File: config.mk
export PLATFORM = sky130hd
export DESIGN_NAME = copro_link_ctrl
export DESIGN_NICKNAME = d
export VERILOG_FILES = /design/src/rtl/copro_pkg.sv /design/src/rtl/copro_sync.sv /design/src/rtl/copro_strap.sv /design/src/rtl/copro_xfer.sv /design/src/rtl/copro_link_ctrl.sv
export SDC_FILE = /design/constraint.sdc
export NUM_CORES = 1
export LEC_CHECK = 0
export BUFFER_PORTS_ARGS = -buffer_cell sky130_fd_sc_hd__buf_2
export CORE_UTILIZATION = 30
export DETAILED_ROUTE_END_ITERATION = 8
export GPL_ROUTABILITY_DRIVEN = 1
export SLEW_MARGIN = 0
export SYNTH_ARGS = -nofsm -noshare
export SYNTH_HDL_FRONTEND = slang
export SYNTH_SLANG_ARGS = --single-unit
File: constraint.sdc
create_clock -name clk -period 1.2 [get_ports clk]
set_input_delay 0.3 -clock clk [delete_from_list [all_inputs] [get_ports clk]]
set_output_delay 0.3 -clock clk [all_outputs]
set_load 0.01 [all_outputs]
File: src/rtl/copro_pkg.sv
package copro_pkg;

  typedef enum logic [1:0] {
    CLS_STACK = 2'd0,
    CLS_WAIT  = 2'd1,
    CLS_INIT  = 2'd2,
    CLS_CLREX = 2'd3
  } instr_cls_e;

  typedef enum logic {
    XS_IDLE = 1'b0,
    XS_ACT  = 1'b1
  } xfer_state_e;

  // Classes allowed to issue while the coprocessor is busy
  function automatic logic cls_exempt(instr_cls_e c);
    return (c == CLS_INIT) || (c == CLS_CLREX);
  endfunction

  // Issue permission from class, validity and synchronized busy
  function automatic logic issue_rule(logic valid, instr_cls_e c, logic busy_act);
    return valid && (cls_exempt(c) || !busy_act);
  endfunction

endpackage

File: src/rtl/copro_sync.sv
module copro_sync #(
  parameter int WIDTH  = 3,
  parameter int STAGES = 2
) (
  input  logic             clk,
  input  logic [WIDTH-1:0] d,
  output logic [WIDTH-1:0] q
);

  logic [WIDTH-1:0] stage [STAGES];

  for (genvar g = 0; g < STAGES; g++) begin : g_stage
    if (g == 0) begin : g_first
      always_ff @(posedge clk) stage[0] <= d;
    end else begin : g_next
      always_ff @(posedge clk) stage[g] <= stage[g-1];
    end
  end

  assign q = stage[STAGES-1];

endmodule

File: src/rtl/copro_strap.sv
module copro_strap #(
  parameter int TYPE_DLY = 4
) (
  input  logic clk,
  input  logic rst,
  input  logic busy_act_s,
  input  logic err_act_s,
  output logic selftest_req,
  output logic type32,
  output logic strap_valid
);

  localparam int CW = $clog2(TYPE_DLY + 1);
  localparam logic [CW-1:0] LAST = CW'(TYPE_DLY - 1);

  logic [CW-1:0] cnt_q;
  logic          st_done_q;

  always_ff @(posedge clk) begin
    if (rst) begin
      cnt_q        <= '0;
      st_done_q    <= 1'b0;
      selftest_req <= 1'b0;
      type32       <= 1'b0;
      strap_valid  <= 1'b0;
    end else begin
      if (!st_done_q) begin
        selftest_req <= busy_act_s;
        st_done_q    <= 1'b1;
      end
      if (!strap_valid) begin
        cnt_q <= cnt_q + 1'b1;
        if (cnt_q == LAST) begin
          type32      <= err_act_s;
          strap_valid <= 1'b1;
        end
      end
    end
  end

  AST_STRAP_HELD: assert property (@(posedge clk) disable iff (rst)
    strap_valid |=> strap_valid && $stable(type32));
  AST_SELFTEST_HELD: assert property (@(posedge clk) disable iff (rst)
    st_done_q |=> $stable(selftest_req));

endmodule

File: src/rtl/copro_xfer.sv
module copro_xfer
  import copro_pkg::*;
(
  input  logic clk,
  input  logic rst,
  input  logic enable,
  input  logic req_s,
  input  logic stored_dir,
  input  logic type32,
  input  logic xfer_done,
  output logic xfer_start,
  output logic xfer_busy,
  output logic xfer_dir,
  output logic xfer_wide,
  output logic bs16_ignore
);

  xfer_state_e st_q;
  logic        launch;

  assign launch = (st_q == XS_IDLE) && enable && req_s;

  always_ff @(posedge clk) begin
    if (rst) begin
      st_q       <= XS_IDLE;
      xfer_start <= 1'b0;
      xfer_dir   <= 1'b0;
      xfer_wide  <= 1'b0;
    end else begin
      xfer_start <= launch;
      case (st_q)
        XS_IDLE: if (launch) begin
          st_q      <= XS_ACT;
          xfer_dir  <= stored_dir;
          xfer_wide <= type32;
        end
        XS_ACT: if (xfer_done) begin
          st_q      <= XS_IDLE;
          xfer_wide <= 1'b0;
        end
        default: st_q <= XS_IDLE;
      endcase
    end
  end

  assign xfer_busy   = (st_q == XS_ACT);
  assign bs16_ignore = xfer_busy;

  AST_START_ONE_CYCLE: assert property (@(posedge clk) disable iff (rst)
    xfer_start |=> !xfer_start);
  AST_NO_RESTART: assert property (@(posedge clk) disable iff (rst)
    xfer_busy && !xfer_done |=> xfer_busy && !xfer_start);
  AST_DIR_STABLE: assert property (@(posedge clk) disable iff (rst)
    xfer_busy && !xfer_start |-> $stable(xfer_dir));
  AST_START_BUSY: assert property (@(posedge clk) disable iff (rst)
    xfer_start |-> xfer_busy);

endmodule

File: src/rtl/copro_link_ctrl.sv
module copro_link_ctrl
  import copro_pkg::*;
#(
  parameter int SYNC_STAGES = 2,
  parameter int TYPE_DLY    = 4
) (
  input  logic       clk,
  input  logic       rst,
  input  logic       instr_valid,
  input  logic [1:0] instr_class,
  input  logic       stored_dir,
  input  logic       busy_n,
  input  logic       error_n,
  input  logic       req,
  input  logic       xfer_done,
  output logic       issue_ok,
  output logic       xfer_start,
  output logic       xfer_busy,
  output logic       xfer_dir,
  output logic       xfer_wide,
  output logic       bs16_ignore,
  output logic       type32,
  output logic       selftest_req,
  output logic       strap_valid
);

  localparam int NSYNC = 3;

  logic [NSYNC-1:0] raw_pins, sync_pins;
  logic             busy_act_s, err_act_s, req_s;
  instr_cls_e       cls;

  assign raw_pins = {req, error_n, busy_n};

  copro_sync #(.WIDTH(NSYNC), .STAGES(SYNC_STAGES)) u_sync (
    .clk (clk),
    .d   (raw_pins),
    .q   (sync_pins)
  );

  assign busy_act_s = ~sync_pins[0];
  assign err_act_s  = ~sync_pins[1];
  assign req_s      =  sync_pins[2];

  copro_strap #(.TYPE_DLY(TYPE_DLY)) u_strap (
    .clk          (clk),
    .rst          (rst),
    .busy_act_s   (busy_act_s),
    .err_act_s    (err_act_s),
    .selftest_req (selftest_req),
    .type32       (type32),
    .strap_valid  (strap_valid)
  );

  assign cls      = instr_cls_e'(instr_class);
  assign issue_ok = strap_valid && !rst && issue_rule(instr_valid, cls, busy_act_s);

  copro_xfer u_xfer (
    .clk         (clk),
    .rst         (rst),
    .enable      (strap_valid),
    .req_s       (req_s),
    .stored_dir  (stored_dir),
    .type32      (type32),
    .xfer_done   (xfer_done),
    .xfer_start  (xfer_start),
    .xfer_busy   (xfer_busy),
    .xfer_dir    (xfer_dir),
    .xfer_wide   (xfer_wide),
    .bs16_ignore (bs16_ignore)
  );

  AST_ISSUE_NEEDS_STRAP: assert property (@(posedge clk) disable iff (rst)
    issue_ok |-> strap_valid);
  AST_STACK_GATE: assert property (@(posedge clk) disable iff (rst)
    issue_ok && !cls_exempt(cls) |-> !busy_act_s);
  AST_WIDE_MATCH: assert property (@(posedge clk) disable iff (rst)
    xfer_busy |-> xfer_wide == type32);
  AST_START_NEEDS_STRAP: assert property (@(posedge clk) disable iff (rst)
    xfer_start |-> strap_valid);

endmodule

# Word-level counts from Yosys, hierarchy flattened
# Memories as Yosys holds them, arrays and structs flattened.
# Index checks and enable logic that the tools add are counted.
# totals
reg_bits	11
mem_bits_rw	6
input_bits	10
wordCells	40
n_memories	1
# op_classes
add_sub_neg	1
eq_ne	5
muxes	9
bitwise	4
n_reduce_logical	11
# mem_list
memory	words	width	rd	rd_clocked_by_memory_dff	wr	line_no	text
u_sync.stage	2	3	2	0	2	copro_sync.sv:10	logic [WIDTH-1:0] stage [STAGES];
# ops
op	count
2-to-1 mux 1 bit	7
AND reduction 2 bit	3
logical AND 1 bit	5
== test 2 bit (second input constant)	2
inverter 1 bit	4
case mux 1 bit (2 select lines)	2
adder 3 x 1 -> 3 bit (second input constant)	1
== test 3 x 2 -> 1 bit (second input constant)	1
logical OR 1 bit	2
!= test 2 x 1 -> 1 bit (second input constant)	1
!= test 2 bit (second input constant)	1
logical NOT 1 bit	1

# Logic depth before layout (Yosys ltp)
# Gate-level depths: netlist of run 1.
# logic_depth
word_depth	5
depth_mapped	5
mapped_depth_nobuf	5

# Cells and area by module
# Synthesis of run 1 repeated with hierarchy kept, for this count alone.
# unflattened
cells_unflattened	53
hier_area_um2	589.3
# by_module_without_submodules
module	n_inst	cells_each	area_per_inst_um2	seq_area_each_um2
copro_strap	1	25	264.0	140.1
copro_xfer	1	14	157.7	80.1
copro_sync	1	9	142.6	120.1
copro_link_ctrl	1	5	25.0	0.0

# Worst setup path after synthesis of run 1
# No wires, ideal clock.
# synth_timing
path_kind	reg-to-reg
startpoint	register u_strap.cnt_q[0]
endpoint	register u_strap.type32
setup_ns	0.119
arrival_ns	0.940
setup_slack_ns	0.141
path_stages_with_launch	6
n_path_buf	0
synth_period_minus_slack_ns	1.059
cell_sequence	dfxtp_1 ha_1 ha_1 nor2b_4 nor2_1 a211oi_2
# synth_via
elab_chain_len	2
# synth_rtl
element	line_no	text
from (decl)	copro_strap.sv:16	logic [CW-1:0] cnt_q;
from (signal assigned)	copro_strap.sv:32	cnt_q <= cnt_q + 1'b1;
== test 3 x 2 -> 1 bit	copro_strap.sv:33	if (cnt_q == LAST) begin
AND reduction 2 bit (no line)	n/a	
to (signal assigned)	copro_strap.sv:34	type32 <= err_act_s;
to (decl)	copro_strap.sv:9	output logic type32,
# Every way passes these cells.
# A chain may end at the register's enable or synchronous reset.

==> run metrics, run 1 <==
IO Count=19; post-synthesis sequential area ratio=0.600; worst vdd ir=989 uV; total global routing overflow=0; wire per inst=8.90 um; share of layout cells above drive strength 1=0.435; RSZ-0062 raised after global routing=yes; min Tclk post-route=1260 ps; Reg2Reg Launch Point=u_strap.cnt_q[0]; routed wire length=837 um; PD cells=1540 mW/mm^2; status=finished, violations left; TritonCTS clock tree=done; Die ar.=0.00207 mm^2; Setup-failing EPs final=1; Max Fclk=792 MHz; dpl hpwl=607 um; hold path endpoint=u_sync.stage[0][1]; final number of hold-violating endpoints=0; Initial DRC Count=2; first-pass GRT wire length=1.30 mm; vias in the first global route=319; crit path kind=register to output port; core region area=0.00175 mm^2; failing checks=negative setup slack; worst hold start=error_n; IO buf count=17; CTS Buf Count=3; CTS root buffer=clkbuf_4; clk slew on worst S/H paths=100 ps; placed cells=90; Core Util, Final=0.406; Clock Tree Buf Depth=2; dpl ws=52.5 ps; number of setup buffers added after CTS=0; max-slew violations=0; Initial Utilization=0.325; FP Rows=15; Post-route DRC=0; Die Span Y=45.5 um; Clock Latency Late Sink=290 ps; Gate Count Post-Synth=49; initial antenna violation count=0; skew final=5.08 ps; Yosys reg bits=17; Sink Count=17; pin count of the biggest net entering global routing=12; Worst Tran Pin Value=122 ps; R2R setup slack=70 ps; Area Overhead vs Synth=25.2%; Die Span X=45.5 um; number of fill cells=186; Hold Path Depth=1; Hold WC Path Type=input port to register; Syn Area/Cell=11.6 um^2; H-tree depth=1; critical path required time=900 ps; total global-route track usage=0.0924; Avg Vias per Cell=4.05; via count=381; number of antenna cells inserted=0; post-synthesis cell type count=16; Maximum Capacitance Violations=0; WHS=104 ps; Worst EP arrival=960 ps; leak pwr=0.000357 uW; reg-to-reg endpoint=u_strap.type32; Non-Filler Instances=94; R2R depth=4; final worst setup slack=-61.9 ps; Tcrit/Tclk final=1.05; syn_nets=61; hold buffer count at cts=0; DRT antenna net count=0; nets=82; startpoint types=register; Rel. slew slack=0.916; Syn Std Cell Area=567 um^2; Final Total Pwr=1090 uW; routability cong.=0.579; crit-path max FO=2; Warnings, synthesis=0; 1st-pass router iterations=4; Critical Path End Type=output port
[metrics by stage]
stage | setup TNS, ps | area (um^2)
3_5_place_dp | 0 | 674
2_1_floorplan | 0 | 567
5_1_grt | -119 | 709
4_1_cts | -79.6 | 706
3_3_place_gp | 0 | 674
6_report | -61.9 | 709
[synthesized netlist by cell type]
master,instances,share of area
nand2b_1,1,0.011
nor2b_4,1,0.024
o2111a_1,1,0.020
ha_1,2,0.044
a21oi_1,3,0.026
buf_6,1,0.020
xor2_1,1,0.015
dfxtp_1,17,0.60
inv_1,2,0.013
mux2i_1,3,0.053
a211oi_2,1,0.022
nor2_1,12,0.079
nand3b_4,1,0.035
a21boi_0,1,0.013
buf_2,1,0.0088
buf_4,1,0.013
[kinds of logic (layout without fill, tap and decap cells)]
kind of cell,after synthesis,count (layout),share of synthesized area
DFF,17,17,0.600
xor gates and xnor gates,1,1,0.0155
adders and majority gates,2,2,0.0441
muxes,3,3,0.0530
buffers and inverters,5,25,0.0552
and+or+nand+nor,15,15,0.150
AOI/OAI and AO/OA,6,6,0.0817
[registers in the layout, indices dropped and copies added, names as in the netlist]
name                  count
u_strap.type32            1
u_xfer.xfer_wide          1
u_xfer.xfer_dir           1
u_xfer.xfer_start         1
u_strap.st_done_q         1
u_strap.selftest_req      1
u_xfer.bs16_ignore        1
u_strap.strap_valid       1
u_strap.cnt_q             3
u_sync.stage              6
[worst max-delay path, stage by stage, from the launching register on]
cell      delay (ps)
dfxtp_2          330
o2111a_1         220
buf_2            130
[cell usage in the layout, fill, tap and decap left out, drive strengths merged]
master    Yosys  final
a211oi        1      1
a21boi        1      1
a21oi         3      3
buf           3     19
clkbuf        0      3
clkinvlp      0      1
dfxtp        17     17
ha            2      2
inv           2      2
mux2i         3      3
nand2b        1      1
nand3b        1      1
nor2         12     12
nor2b         1      1
o2111a        1      1
xor2          1      1
[worst max-delay path by stage]
stage / start / depth (start not counted) / end
global placement: u_strap.cnt_q[0] / 5 / u_strap.type32
CTS: u_sync.stage[0][3] / 2 / issue_ok
detailed placement: u_strap.cnt_q[0] / 5 / u_strap.type32
global route: u_sync.stage[0][3] / 2 / issue_ok
floorplan: u_strap.cnt_q[0] / 5 / u_strap.type32
finish: u_sync.stage[0][3] / 2 / issue_ok
[what timing repair did]
action / CTS / global route
pin swaps: 1 / 0
setup endpoints to repair: 1 / 2
gates resized for setup: 1 / 3
[routing by layer]
layer	up-vias	global-route usage	wire length (um)
met3	0	0.0595	55
met1	169	0.110	360
li1	199	-	-
met5	-	0	0
met2	13	0.131	422
met4	0	0.0364	0
[power by group]
part | total, uW | switching, uW | internal [uW]
registers | 639 | 24.5 | 615
clock network | 303 | 176 | 127
logic | 150 | 75.3 | 75.1
total | 1090 | 276 | 816
[final cells by class]
| class | count | area (um^2) | area share |
|---|---|---|---|
| Timing Repair Buffer | 19 | 100 | 0.141 |
| Tap cell | 25 | 31.3 | 0.0441 |
| Clock inverter | 1 | 7.51 | 0.0106 |
| Multi-Input combinational cell | 27 | 195 | 0.275 |
| Sequential cell | 17 | 345 | 0.487 |
| Inverter | 2 | 7.51 | 0.0106 |
| Clock buffer | 3 | 22.5 | 0.0317 |
Note: power is estimated with default switching activity, not from simulation.
==> inputs of run 2 (changes only) <==
--- a/config.mk
+++ b/config.mk
@@ -12,4 +12,5 @@
 export SLEW_MARGIN = 0
 export SYNTH_ARGS = -nofsm -noshare
 export SYNTH_HDL_FRONTEND = slang
+export SYNTH_HIERARCHICAL = 1
 export SYNTH_SLANG_ARGS = --single-unit
==> run 2 against run 1 <==
Net effect: the flow still finishes with violations (negative setup slack); power increased by 0.42%; routed wire length shrank 6.0%; synthesized cell count is 8.2% higher; global-route usage decreased by 0.12 points; utilization grew 1.6 points; largest cell class unchanged; first-iteration DRC count grew to 3.5 times the previous value; die area up 3.8%; largest power group unchanged; critical path depth up 1; clock power shrank 4%; non-clock buffer count is 2 higher; highest routed layer unchanged; register-to-register slack hardly changed.
==> run metrics, run 2 <==
status=finished, violations left; failing checks=negative setup slack; count leader, synth=dfxtp_1; Synth area leaders=dfxtp_1 (58%), mux2i_1 (6.8%), nor2_1 (5.7%); share of layout cells above drive strength 1=0.425 (-0.0101); crit-path max FO=2 (unchanged); IO buf count=17 (unchanged); Clock Latency Late Sink=280 ps (about the same); worst vdd ir=826 uV (-17%); Worst Tran Pin Value=206 ps (+83.5 ps); final worst setup slack=-25.3 ps (+36.6 ps); IO Count=19 (unchanged); Internal=834 uW (+2.2%); hold buffer count at cts=0 (unchanged); Rel. slew slack=0.861 (-0.0553); CTS Buf Count=3 (unchanged); max-slew violations=0 (unchanged); synth cell count leaders=dfxtp_1 (17), nor2_1 (9), buf_4 (4), inv_1 (4), mux2i_1 (4); Max Fclk=816 MHz (+3.0%); Die Span Y=46.3 um (+1.9%); critical path required time=900 ps (about the same); Synth area leader=dfxtp_1; TritonCTS clock tree=done; Syn Area/Cell=11.1 um^2 (-3.9%); total global routing overflow=0 (unchanged); Worst EP arrival=930 ps (-30 ps); pin count of the biggest net entering global routing=10 (-2); number of antenna cells inserted=0 (unchanged); final number of hold-violating endpoints=0 (unchanged); Tcrit/Tclk final=1.02 (-0.0305); FP Rows=15 (unchanged); CP Capture Point=issue_ok; Setup-failing EPs final=1 (unchanged); syn_nets=65 (+6.6%); Sink Count=17 (unchanged); min Tclk post-route=1230 ps (-36.6 ps); reg-to-reg endpoint=u_strap/type32; detailed-routing wirelength on met1=378 um (+5.0%); Yosys reg bits=17 (unchanged); R2R depth=4 (unchanged); CTS root buffer=clkbuf_4; Initial Utilization=0.331 (+0.00579); Largest register FFs=6 (unchanged); dpl ws=41.8 ps (-10.7 ps); Hold Path Depth=1 (unchanged); Seq pwr share=0.580 (-0.005); leak pwr=0.000380 uW (+6.6%); PD cells=1460 mW/mm^2 (-5.4%); core region area=0.00178 mm^2 (+2.2%); ys async rst share=0 (unchanged); Die ar.=0.00215 mm^2 (+3.8%); WHS=111 ps (+7.27 ps); crit path kind=register to output port; Initial DRC Count=7 (+5); Hold WC Path Type=input port to register; sw frac=0.239 (-0.0131); wire per inst=8.03 um (-9.8%); skew final=3.14 ps (-1.93 ps); DRT antenna net count=0 (unchanged); Gate Count Post-Synth=53 (+8.2%); Avg Vias per Cell=4.05 (about the same); Area Overhead vs Synth=27.8%; met3 wire len=55 um (unchanged); routability cong.=0.669 (+16%); power share of the combinational group=0.154 (+0.016); clock share of power=0.266 (-0.011); Worst setup startpoint=u_sync/stage[0][3]; number of fill cells=174 (-6.5%); total global-route track usage=0.0912 (-0.00121); commonest non-fill, non-tap cell in the layout=buf_2; post-synthesis sequential area ratio=0.577 (-0.0229); via count=397 (+4.2%); startpoint types=register; first-pass GRT wire length=1.34 mm (+2.6%); most frequent cells in the layout=buf_2 (16), dfxtp_1 (15), nor2_1 (8), inv_1 (4), mux2i_1 (4); Reg2Reg Launch Point=u_strap/cnt_q[0]; Warnings, synthesis=6 (+6); Clock Tree Buf Depth=2 (unchanged); 1st-pass router iterations=2 (-2); Post-route DRC=0 (unchanged); routed wire length=787 um (-6.0%); vias in the first global route=365 (+14%); Yosys top cell area share=0.577 (-0.0229); Syn Std Cell Area=589 um^2 (+4.0%); nets=86 (+4.9%); clk slew on worst S/H paths=90 ps (about the same); H-tree depth=1 (unchanged); WL met2=353 um (-16%); initial antenna violation count=0 (unchanged); RSZ-0062 raised after global routing=yes; top_reg_cell synth=dfxtp_1; R2R setup slack=60 ps (about the same); register with the most flip-flops=u_sync/stage; post-synthesis cell type count=18 (+2); EDFF count, synth=0 (unchanged); Die Span X=46.3 um (+1.9%); net switching power=263 uW (-4.8%); dpl hpwl=602 um (-0.82%); biggest regs=u_sync/stage (6), u_strap/cnt_q (3); top layer in use=met3; Maximum Capacitance Violations=0 (unchanged); Critical Path End Type=output port
[run 2: cell types whose count changed after synthesis, sizes merged]
| cell | previous run | this run |
|---|---|---|
| inv | 2 | 4 |
| mux2i | 3 | 4 |
| nand2 | 0 | 1 |
| nor4bb | 0 | 1 |
| a31o | 0 | 1 |
| nor2 | 12 | 9 |
| a21oi | 3 | 1 |
| o2111a | 1 | 0 |
| buf | 3 | 5 |
| nor3 | 0 | 1 |
| nand2b | 1 | 2 |
[run 2: layer usage]
| metal | up-vias | global-route usage |
|---|---|---|
| li1 | 207 | - |
| met4 | 0 | 0.0353 |
| met1 | 175 | 0.0859 |
| met3 | 0 | 0.0588 |
| met5 | - | 0 |
| met2 | 15 | 0.156 |
[run 2: what timing repair did]
item,4_1_cts,5_1_grt
endpoints found under the setup margin,1,3
resized for setup,6,2
pin swaps,1,1
setup buffers,1,0
[run 2: final cells by class]
type | count | area (um^2) | area share
inverter | 4 | 15.0 | 0.0199
clock buffer | 4 | 26.3 | 0.0349
tap | 25 | 31.3 | 0.0415
timing repair buffer | 21 | 125 | 0.166
sequential | 17 | 345 | 0.458
multi-input combinational | 27 | 210 | 0.279
[run 2: through the flow]
step	instances	total power [uW]	instance area, um^2	setup TNS (ps)	util
after floorplan	53	751	589	0	-
after global placement	93	793	693	0	0.389
after detailed placement	93	800	693	0	0.389
after CTS	98	1110	744	-49.6	0.418
after global routing	98	1160	753	-99.0	0.422
final	98	1100	753	-25.3	0.422
[run 2: cells by family (layout without fill, tap and decap cells)]
family                   Yosys count  after routing  synth area share
flip-flops                        17             17             0.578
AND/OR/NAND/NOR                   16             16             0.163
buffers and inverters              9             29            0.0849
AO/OA/AOI/OAI                      4              4            0.0488
multiplexers                       4              4            0.0679
adder cells (fa/ha/maj)            2              2            0.0425
XOR/XNOR                           1              1            0.0149
[run 2: critical path, cell delays in order, from the launching register on]
cell     delay (ps)
dfxtp_2         340
nor2_2           40
nor3_2          130
buf_2           140
[run 2: worst min path at each step]
stage                                   from            endpoint  slack, ps
after CTS                            error_n  u_sync/stage[0][1]        100
after floorplan           u_sync/stage[0][0]  u_sync/stage[0][3]        310
after detailed placement  u_sync/stage[0][1]  u_sync/stage[0][4]        310
after global placement    u_sync/stage[0][1]  u_sync/stage[0][4]        310
final                                    req  u_sync/stage[0][2]        110
after global routing                  busy_n  u_sync/stage[0][0]         90
[run 2: power groups by stage]
stage          logic, uW  registers, uW  clock network, uW
2_1_floorplan       99.8            651                  0
6_report             169            636                291
4_1_cts              167            637                309
5_1_grt              190            641                330
3_5_place_dp         149            651                  0
3_3_place_gp         144            649                  0
==> inputs of run 3 (changes only) <==
--- a/config.mk
+++ b/config.mk
@@ -5,6 +5,7 @@
 export SDC_FILE = /design/constraint.sdc
 export NUM_CORES = 1
 export LEC_CHECK = 0
+export ABC_AREA = 1
 export BUFFER_PORTS_ARGS = -buffer_cell sky130_fd_sc_hd__buf_2
 export CORE_UTILIZATION = 30
 export DETAILED_ROUTE_END_ITERATION = 8
==> run 3 against run 2 <==
Net effect: the run still ends with negative setup slack left; via count up 14%; sequential power grew 3%; register-to-register slack improved by 70 ps; sequential share of layout area increased by 0.35 points; clock power rose by 2%; final area is 1.8% lower; critical endpoint unchanged; die area fell by 0.41%; combinational power up 21%; routed wire length up 25%; worst setup slack gained 12 ps; clock skew is essentially flat; synthesized area shrank 0.42%.
==> run metrics, run 3 <==
detailed-routing wirelength on met1=425 um (+12%); final number of hold-violating endpoints=0 (unchanged); core region area=0.00178 mm^2 (unchanged); placed cells=106 (+14%); post-synthesis sequential area ratio=0.580 (+0.00246); met3 wire len=30 um (-45%); post-synthesis cell type count=16 (-2); PD cells=1560 mW/mm^2 (+7.5%); routed wire length=980 um (+25%); first-pass GRT wire length=1.57 mm (+18%); Hold WC Path Type=input port to register; crit path kind=register to output port; initial antenna violation count=0 (unchanged); IO buf count=17 (unchanged); H-tree depth=1 (unchanged); final worst setup slack=-12.9 ps (+12.4 ps); clk slew on worst S/H paths=100 ps (about the same); count leader, synth=dfxtp_1; IO Count=19 (unchanged); dpl ws=153 ps (+111 ps); Die Span X=46.2 um (-0.21%); total global-route track usage=0.111 (+0.0196); Setup-failing EPs final=1 (unchanged); biggest regs=u_sync/stage (6), u_strap/cnt_q (3); Die ar.=0.00214 mm^2 (-0.41%); routability cong.=0.798 (+19%); Clock Tree Buf Depth=2 (unchanged); hold path endpoint=u_sync/stage[0][1]; Critical Path End Type=output port; worst hold start=error_n; status=finished, violations left; min Tclk post-route=1210 ps (-12.4 ps); failing checks=negative setup slack; Syn Std Cell Area=587 um^2 (-0.42%); top layer in use=met4; number of fill cells=190 (+9.2%); Max Fclk=824 MHz (+1.0%); Initial DRC Count=2 (-5); WHS=109 ps (-2.05 ps); FP Rows=15 (unchanged); synth cell count leaders=dfxtp_1 (17), nor2_1 (10), nand2_1 (9); R2R setup slack=130 ps (+70 ps); Worst EP arrival=910 ps (-20 ps); Non-Filler Instances=111 (+13%); WL met2=506 um (+43%); Area Overhead vs Synth=26.0%; syn_nets=78 (+20%); Clock Latency Late Sink=280 ps (about the same); TritonCTS clock tree=done; vias in the first global route=383 (+4.9%); Worst Tran Pin Value=143 ps (-62.8 ps); Maximum Capacitance Violations=0 (unchanged); worst vdd ir=548 uV (-34%); startpoint types=register; ys async rst share=0 (unchanged); Rel. slew slack=0.904 (+0.0428); RSZ-0062 raised after global routing=yes; Synth area leader=dfxtp_1; crit-path max FO=2 (unchanged); wire per inst=8.83 um (+9.9%); nets=99 (+15%); Reg2Reg Launch Point=u_strap/cnt_q[0]; Tcrit/Tclk final=1.01 (-0.0104); reg-to-reg endpoint=u_strap/cnt_q[2]; leak pwr=0.000379 uW (-0.36%); Hold Path Depth=1 (unchanged); EDFF count, synth=0 (unchanged); R2R depth=5 (+1); DRT antenna net count=0 (unchanged); total global routing overflow=0 (unchanged); Sink Count=17 (unchanged); Syn Area/Cell=8.89 um^2 (-20%); dpl hpwl=704 um (+17%); Largest register FFs=6 (unchanged); 1st-pass router iterations=4 (+2); pin count of the biggest net entering global routing=10 (unchanged); Yosys reg bits=17 (unchanged); Post-route DRC=0 (unchanged); CTS root buffer=clkbuf_4; Die Span Y=46.2 um (-0.21%); Synth area leaders=dfxtp_1 (58%), nor2_1 (6.4%), nand2_1 (5.8%); via count=452 (+14%); Warnings, synthesis=6 (unchanged); Avg Vias per Cell=4.07 (+0.52%); max-slew violations=0 (unchanged); Initial Utilization=0.329 (-0.00140); top_reg_cell synth=dfxtp_1; number of antenna cells inserted=0 (unchanged); critical path required time=900 ps (about the same); share of layout cells above drive strength 1=0.372 (-0.0526); most frequent cells in the layout=buf_2 (16), dfxtp_1 (16), nand2_1 (9), inv_1 (8), nor2_1 (8); skew final=3.14 ps (-0.00649 ps); register with the most flip-flops=u_sync/stage; Yosys top cell area share=0.580 (+0.00246); CTS Buf Count=3 (unchanged); Gate Count Post-Synth=66 (+25%)
-- run 3: worst max-delay path by stage --
stage,from,to,slack (ps),cells after the start
floorplan,u_strap/strap_valid,issue_ok,130,2
global placement,u_strap/cnt_q[0],u_strap/cnt_q[2],170,5
detailed placement,u_strap/cnt_q[0],u_strap/cnt_q[2],150,5
CTS,u_strap/strap_valid,issue_ok,-20,3
global route,u_strap/strap_valid,issue_ok,-90,3
finish,u_strap/strap_valid,issue_ok,-10,3
-- run 3: final cells by class --
cell class	instances	area (um^2)	area share
Sequential cell	17	342	0.462
Timing Repair Buffer	20	114	0.154
Clock buffer	4	26.3	0.0355
Inverter	11	41.3	0.0558
Multi-Input combinational cell	34	185	0.250
Tap cell	25	31.3	0.0423
-- run 3: repair_timing --
item / CTS / global route
hold buffers: 0 / 0
gates resized for setup: 2 / 3
endpoints found under the setup margin: 1 / 1
setup buffers: 0 / 1
gates cloned: 0 / 0
-- run 3: metal layers --
metal | up-vias | track usage
li1 | 234 | -
met1 | 208 | 0.126
met2 | 8 | 0.163
met3 | 2 | 0.0353
met4 | 0 | 0.100
met5 | - | 0
-- run 3: cells by family after synthesis --
kind of cell / after synthesis / synth area share
XOR/XNOR: 1 / 0.0149
AND/OR/NAND/NOR: 25 / 0.190
adder cells (fa/ha/maj): 2 / 0.0426
AO/OA/AOI/OAI: 6 / 0.0512
buffers and inverters: 15 / 0.122
flip-flops: 17 / 0.580
-- run 3: critical path, cell delays in order (launching register included) --
cell     delay [ps]
dfxtp_2         350
nand3_2          80
nor2_2           70
buf_2           130
-- run 3: metrics by stage --
stage	utilization	power, uW	area [um^2]	setup TNS, ps
2_1_floorplan	-	789	587	0
6_report	0.415	1160	739	-12.9
3_3_place_gp	0.386	844	688	0
3_5_place_dp	0.386	853	688	0
5_1_grt	0.415	1240	739	-93.8
4_1_cts	0.404	1160	721	-21.0
-- run 3: power breakdown --
group | total, uW | leakage [uW] | internal (uW) | switching (uW)
clock | 298 | 0.0000150 | 129 | 169
sequential | 654 | 0.000141 | 625 | 28.8
combinational | 205 | 0.000223 | 95.7 | 109
